File: src/rtl/bscan_pkg.sv
package bscan_pkg;

    typedef enum logic [1:0] {
        OPC_OTHER = 2'b00,
        OPC_OPEN  = 2'b01,
        OPC_CLOSE = 2'b10,
        OPC_SPARE = 2'b11
    } opc_e;

    typedef enum logic [1:0] {
        ST_IDLE,
        ST_SETTLE,
        ST_EVAL,
        ST_DONE
    } scan_st_e;

    typedef struct packed {
        logic up;
        logic dn;
    } step_t;

    function automatic logic [3:0] digit_up(input logic [3:0] d);
        return (d == 4'd9) ? 4'd0 : d + 4'd1;
    endfunction

    function automatic logic [3:0] digit_dn(input logic [3:0] d);
        return (d == 4'd0) ? 4'd9 : d - 4'd1;
    endfunction

endpackage

File: src/rtl/bcd_ptr.sv
module bcd_ptr
    import bscan_pkg::*;
#(
    parameter int DIGITS = 6
) (
    input  logic                  clk,
    input  logic                  rst,
    input  logic                  clr,
    input  step_t                 step,
    output logic [4*DIGITS-1:0]   value
);
    logic [DIGITS:0] carry_up;
    logic [DIGITS:0] borrow_dn;

    assign carry_up[0]  = step.up && !step.dn;
    assign borrow_dn[0] = step.dn && !step.up;

    for (genvar i = 0; i < DIGITS; i++) begin : g_digit
        logic [3:0] dig;

        always_ff @(posedge clk) begin
            if (rst || clr)
                dig <= 4'd0;
            else if (carry_up[i])
                dig <= digit_up(dig);
            else if (borrow_dn[i])
                dig <= digit_dn(dig);
        end

        assign carry_up[i+1]  = carry_up[i]  && (dig == 4'd9);
        assign borrow_dn[i+1] = borrow_dn[i] && (dig == 4'd0);
        assign value[4*i +: 4] = dig;


        digit_range_chk: assert property (@(posedge clk) disable iff (rst)
            dig <= 4'd9);
    end

endmodule

File: src/rtl/depth_ctr.sv
module depth_ctr #(
    parameter int WIDTH = 4
) (
    input  logic clk,
    input  logic rst,
    input  logic clr,
    input  logic inc,
    input  logic dec,
    output logic zero
);
    logic [WIDTH-1:0] level;

    always_ff @(posedge clk) begin
        if (rst || clr)
            level <= '0;
        else if (inc && !dec)
            level <= level + 1'b1;
        else if (dec && !inc)
            level <= level - 1'b1;
    end

    assign zero = (level == '0);


    depth_clear_chk: assert property (@(posedge clk) disable iff (rst)
        clr |=> zero);

endmodule

File: src/rtl/scan_fsm.sv
module scan_fsm
    import bscan_pkg::*;
(
    input  logic  clk,
    input  logic  rst,
    input  logic  start,
    input  logic  back,
    input  opc_e  opc,
    input  logic  depth_zero,
    output step_t step,
    output logic  depth_clr,
    output logic  depth_inc,
    output logic  depth_dec,
    output logic  busy,
    output logic  done
);
    scan_st_e state;
    logic     back_q;
    logic     hit;
    logic     nest;
    logic     finish;
    logic     move;
    logic     dir_back;

    assign hit    = back_q ? (opc == OPC_OPEN)  : (opc == OPC_CLOSE);
    assign nest   = back_q ? (opc == OPC_CLOSE) : (opc == OPC_OPEN);
    assign finish = (state == ST_EVAL) && hit && depth_zero;

    always_ff @(posedge clk) begin
        if (rst) begin
            state  <= ST_IDLE;
            back_q <= 1'b0;
        end else begin
            unique case (state)
                ST_IDLE: if (start) begin
                    back_q <= back;
                    state  <= ST_SETTLE;
                end
                ST_SETTLE: state <= ST_EVAL;
                ST_EVAL:   state <= finish ? ST_DONE : ST_SETTLE;
                ST_DONE:   state <= ST_IDLE;
                default:   state <= ST_IDLE;
            endcase
        end
    end

    always_comb begin
        move     = ((state == ST_IDLE) && start) || ((state == ST_EVAL) && !finish);
        dir_back = (state == ST_IDLE) ? back : back_q;
        step.up  = move && !dir_back;
        step.dn  = move && dir_back;
    end

    assign depth_clr = (state == ST_IDLE) && start;
    assign depth_inc = (state == ST_EVAL) && nest;
    assign depth_dec = (state == ST_EVAL) && hit && !depth_zero;
    assign busy      = (state != ST_IDLE);
    assign done      = (state == ST_DONE);


    done_in_busy_chk: assert property (@(posedge clk) disable iff (rst)
        done |-> busy);

    done_single_chk: assert property (@(posedge clk) disable iff (rst)
        done |=> !done);

    start_ignored_chk: assert property (@(posedge clk) disable iff (rst)
        (busy && !done) |=> busy);

endmodule

File: src/rtl/bscan_ctrl.sv
module bscan_ctrl
    import bscan_pkg::*;
#(
    parameter int DIGITS  = 6,
    parameter int DEPTH_W = 4
) (
    input  logic                clk,
    input  logic                rst,
    input  logic                ptr_clr,
    input  logic                ext_up,
    input  logic                ext_dn,
    input  logic                scan_start,
    input  logic                scan_back,
    input  logic [1:0]          opcode,
    output logic [4*DIGITS-1:0] addr,
    output logic                step_up,
    output logic                step_dn,
    output logic                busy,
    output logic                done
);
    localparam int ADDR_W = 4 * DIGITS;

    step_t fsm_step;
    step_t ptr_step;
    logic  ext_ok;
    logic  d_clr, d_inc, d_dec, d_zero;

    scan_fsm u_fsm (
        .clk        (clk),
        .rst        (rst),
        .start      (scan_start),
        .back       (scan_back),
        .opc        (opc_e'(opcode)),
        .depth_zero (d_zero),
        .step       (fsm_step),
        .depth_clr  (d_clr),
        .depth_inc  (d_inc),
        .depth_dec  (d_dec),
        .busy       (busy),
        .done       (done)
    );

    depth_ctr #(.WIDTH(DEPTH_W)) u_depth (
        .clk  (clk),
        .rst  (rst),
        .clr  (d_clr),
        .inc  (d_inc),
        .dec  (d_dec),
        .zero (d_zero)
    );

    assign ext_ok      = !busy && !scan_start && (ext_up ^ ext_dn);
    assign ptr_step.up = !ptr_clr && (fsm_step.up || (ext_ok && ext_up));
    assign ptr_step.dn = !ptr_clr && (fsm_step.dn || (ext_ok && ext_dn));

    bcd_ptr #(.DIGITS(DIGITS)) u_ptr (
        .clk   (clk),
        .rst   (rst),
        .clr   (ptr_clr),
        .step  (ptr_step),
        .value (addr)
    );

    assign step_up = ptr_step.up;
    assign step_dn = ptr_step.dn;


    clr_zero_chk: assert property (@(posedge clk) disable iff (rst)
        ptr_clr |=> (addr == {ADDR_W{1'b0}}));

    strobe_excl_chk: assert property (@(posedge clk) disable iff (rst)
        $onehot0({step_up, step_dn}));

    ext_ignore_chk: assert property (@(posedge clk) disable iff (rst)
        (busy && !fsm_step.up && !fsm_step.dn) |-> !(step_up || step_dn));

    still_ptr_chk: assert property (@(posedge clk) disable iff (rst)
        (!step_up && !step_dn && !ptr_clr) |=> $stable(addr));

endmodule

File: config.mk
export PLATFORM = sky130hd
export DESIGN_NAME = bscan_ctrl
export DESIGN_NICKNAME = d
export VERILOG_FILES = /design/src/rtl/bscan_pkg.sv /design/src/rtl/bcd_ptr.sv /design/src/rtl/depth_ctr.sv /design/src/rtl/scan_fsm.sv /design/src/rtl/bscan_ctrl.sv
export SDC_FILE = /design/constraint.sdc
export NUM_CORES = 1
export LEC_CHECK = 0
export ABC_AREA = 1
export BUFFER_PORTS_ARGS = -buffer_cell sky130_fd_sc_hd__buf_2
export CAP_MARGIN = 40
export CORE_UTILIZATION = 40
export DETAILED_ROUTE_END_ITERATION = 8
export PLACE_DENSITY = 0.69
export SYNTH_ARGS = -nofsm -noshare
export SYNTH_HDL_FRONTEND = slang
export SYNTH_SLANG_ARGS = --single-unit
File: constraint.sdc
create_clock -name clk -period 2.94 [get_ports clk]
set_input_delay 0.441 -clock clk [delete_from_list [all_inputs] [get_ports clk]]
set_output_delay 0.441 -clock clk [all_outputs]
set_load 0.03 [all_outputs]
==> reports/summary.json <==
{
  "yosysWarningCount": 0,
  "sequential_cell_area_um2": 621,
  "share_of_the_clock_period_used_by_the_worst_path_after_layout": 0.830,
  "clock_skew_ps": 10.4,
  "synth.lib_cells_used.distinct": 35,
  "reg2reg_to": "u_ptr.g_digit[4].dig[2]",
  "cts.hold.buffers_added": 0,
  "tritoncts_num_sinks": 31,
  "synth_edf_count": 0,
  "drt-wirelength-per-cell_um": 10.6,
  "n_fill_cell": 585,
  "gp_congestion": 0.848,
  "io_pins": 37,
  "min-delay-path-class": "in2reg",
  "setup-tns-final_ps": 0,
  "syn_nets": 385,
  "cell_taking_the_most_area_after_synthesis": "sky130_fd_sc_hd__dfxtp_1",
  "reg2regPathDepth": 17,
  "antenna_cells_inserted": 0,
  "drv_cap": 0,
  "grt_antenna_before_repair": 0,
  "post_cts_resize_count": 0,
  "final_cell_area_um2": 2680,
  "seq_area_frac_synth": 0.267,
  "postSynthAreaPerCell_um2": 6.28,
  "timing.critical_path.from_type": "flop",
  "final_period_minus_worst_setup_slack_ps": 2440,
  "routed_wl_um": 5160,
  "die_width_um": 78.2,
  "syn_inst": 370,
  "setup_viol": 0,
  "clk_path_buf_depth": 2,
  "reg2reg_setup_slack_ps": 500,
  "drc_viols": 0,
  "placement_rows": 27,
  "relSlewSlack": 0.747,
  "post-cts-setup-buffers": 0,
  "drt_pass1_iterations": 4,
  "setup_repair_after_global_routing_missed_its_margin": "false",
  "power.leakage_nw": 1.46,
  "finalHoldViolations": 0,
  "tritoncts_clock_tree": "yes",
  "drt-vias-per-instance": 4.98,
  "initial_core_util": 0.420,
  "wire_length_of_the_first_global_routing_pass_um": 9230,
  "multi_input_area_um2": 1490,
  "synth.ff_latch_count": 31,
  "outcome": "completed",
  "drt_first_iter_violations": 114,
  "layout-drive-gt1-share": 0.174,
  "timing.final.max_slew_violations": 0,
  "totalPowerFinal_mw": 1.04,
  "y_dimension_of_the_die_um": 78.2,
  "grt.overflow.total": 0,
  "timing.hold.worst.start": "rst",
  "tritoncts.num_buffers": 5,
  "worstMarginPinSlew_ps": 378,
  "vdd.ir_drop.worst_v": 0.000155,
  "timing_worst_setup_path_type": "reg2reg",
  "first_global_vias": 2217,
  "hold_path_end": "u_fsm.state[1]",
  "floorplan.die_area_um2": 6120,
  "timing.hold.worst_path_depth": 2,
  "via_count": 2414,
  "grt_max_degree": 24,
  "post-dp-hpwl_um": 3890,
  "synth_ff_type": "sky130_fd_sc_hd__dfxtp_1",
  "root_buffer": "sky130_fd_sc_hd__clkbuf_8",
  "design.final.nets": 427,
  "critical_path_arrival_ps": 2620,
  "cp_data_required_time_ps": 3120,
  "clkLatencyLatePin_ps": 290,
  "place_area_um2": 2590,
  "end_kind": "flop",
  "regToRegStartpoint": "u_fsm.back_q",
  "clkTransAtPathRegs_ps": 70,
  "cellPowerDensity_nw_per_um2": 388,
  "synth_async_sr_flop_share": 0,
  "max_freq_mhz": 410,
  "synth_top_area_frac": 0.267,
  "postRouteAntennaNets": 0,
  "design.core.area_um2": 5540,
  "htree_levels": 2,
  "buffer_ports.inserted": 36,
  "synthTopCellsByArea": "sky130_fd_sc_hd__dfxtp_1 (27%), sky130_fd_sc_hd__nand2_1 (12%), sky130_fd_sc_hd__nor2_1 (10%)",
  "path_max_fanout": 6,
  "finalCoreUtilization": 0.483,
  "syn_area_um2": 2320,
  "syn2layout_area_growth_pct": 15.1,
  "groute.usage.overall": 0.185
}
==> cell usage in the layout, fill, tap and decap left out, types with 7 or more instances in the layout <==
cell type	n
sky130_fd_sc_hd__inv_1	49
sky130_fd_sc_hd__nand3_1	24
sky130_fd_sc_hd__dfxtp_1	31
sky130_fd_sc_hd__xor2_1	8
sky130_fd_sc_hd__a21oi_1	22
sky130_fd_sc_hd__o21ai_0	33
sky130_fd_sc_hd__nor2_1	63
sky130_fd_sc_hd__inv_2	7
sky130_fd_sc_hd__nor2_2	7
sky130_fd_sc_hd__nand2_1	76
sky130_fd_sc_hd__buf_2	36
==> worst max path at each step <==
| stage | from | to |
|---|---|---|
| finish | u_fsm.back_q | u_ptr.g_digit[4].dig[2] |
| global route | u_fsm.state[1] | u_ptr.g_digit[2].dig[2] |
| floorplan | opcode[1] | u_ptr.g_digit[4].dig[2] |
| global placement | opcode[1] | u_ptr.g_digit[2].dig[1] |
| CTS | u_fsm.back_q | u_ptr.g_digit[4].dig[2] |
| detailed placement | opcode[1] | u_ptr.g_digit[2].dig[3] |
==> kinds of logic (layout without fill, tap and decap cells) <==
| kind of cell | after synthesis | in the layout | synth area share |
|---|---|---|---|
| AND/OR/NAND/NOR | 194 | 194 | 0.400 |
| AO/OA/AOI/OAI | 71 | 71 | 0.166 |
| buffers and inverters | 58 | 101 | 0.0942 |
| flip-flops | 31 | 31 | 0.267 |
| XOR/XNOR | 10 | 10 | 0.0377 |
| adder cells (fa/ha/maj) | 6 | 6 | 0.0355 |
==> area by class of cell <==
cell class,count,area share
repair buffers,37,0.0702
inverters,56,0.0786
well taps,72,0.0337
flip-flops and latches,31,0.232
multi-input cells,281,0.555
clock buffers,7,0.0285
clock inverters,1,0.00187
==> metrics by stage <==
step	hold slack (ps)	cells	setup slack, ps
2_1_floorplan	461	370	499
3_3_place_gp	478	477	400
3_5_place_dp	482	477	299
4_1_cts	374	485	516
5_1_grt	380	485	114
6_report	382	485	499
==> routing by layer <==
layer	GRT usage	part of all wire
met3	0.0326	0.038
met4	0.0944	0.016
met5	0	0
met1	0.228	0.49
met2	0.310	0.46
==> power by group <==
part / leakage, nW / internal [mW] / switching [mW]
Sequential: 0.251 / 0.437 / 0.0236
Clock: 0.0422 / 0.166 / 0.168
Combinational: 1.17 / 0.0807 / 0.163
Total: 1.46 / 0.684 / 0.355
==> synthesized netlist by cell type (all sizes together), types with 2 or more instances <==
master  number
xnor2        2
a31oi        3
nand3       26
nand2       82
xor2         8
o22ai        2
nor3         5
o211ai       5
nand4        7
a21oi       22
o21ai       35
nor2        73
inv         56
ha           5
dfxtp       31
==> state kept, by name, summed over array words and instances, names as in the netlist <==
signal / flops
u_depth.level: 4
u_fsm.back_q: 1
u_fsm.state: 2
u_ptr.g_digit.dig: 24
==> worst max-delay path: stages, from the launching register on <==
cell,delay (ps)
sky130_fd_sc_hd__dfxtp_1,320
sky130_fd_sc_hd__inv_1,100
sky130_fd_sc_hd__o21ai_0,130
sky130_fd_sc_hd__nand3_1,100
sky130_fd_sc_hd__nor2_1,50
sky130_fd_sc_hd__o21ai_0,200
sky130_fd_sc_hd__nand2_1,80
sky130_fd_sc_hd__nand2_1,60
sky130_fd_sc_hd__nand2_1,60
sky130_fd_sc_hd__inv_1,80
sky130_fd_sc_hd__ha_1,280
sky130_fd_sc_hd__nand3_4,170
sky130_fd_sc_hd__nor3_4,300
sky130_fd_sc_hd__nand2_4,120
sky130_fd_sc_hd__nand2_4,90
sky130_fd_sc_hd__inv_2,40
sky130_fd_sc_hd__nor2_1,90
sky130_fd_sc_hd__nor2_1,50
No activity file was read; power rests on OpenSTA's default activity.
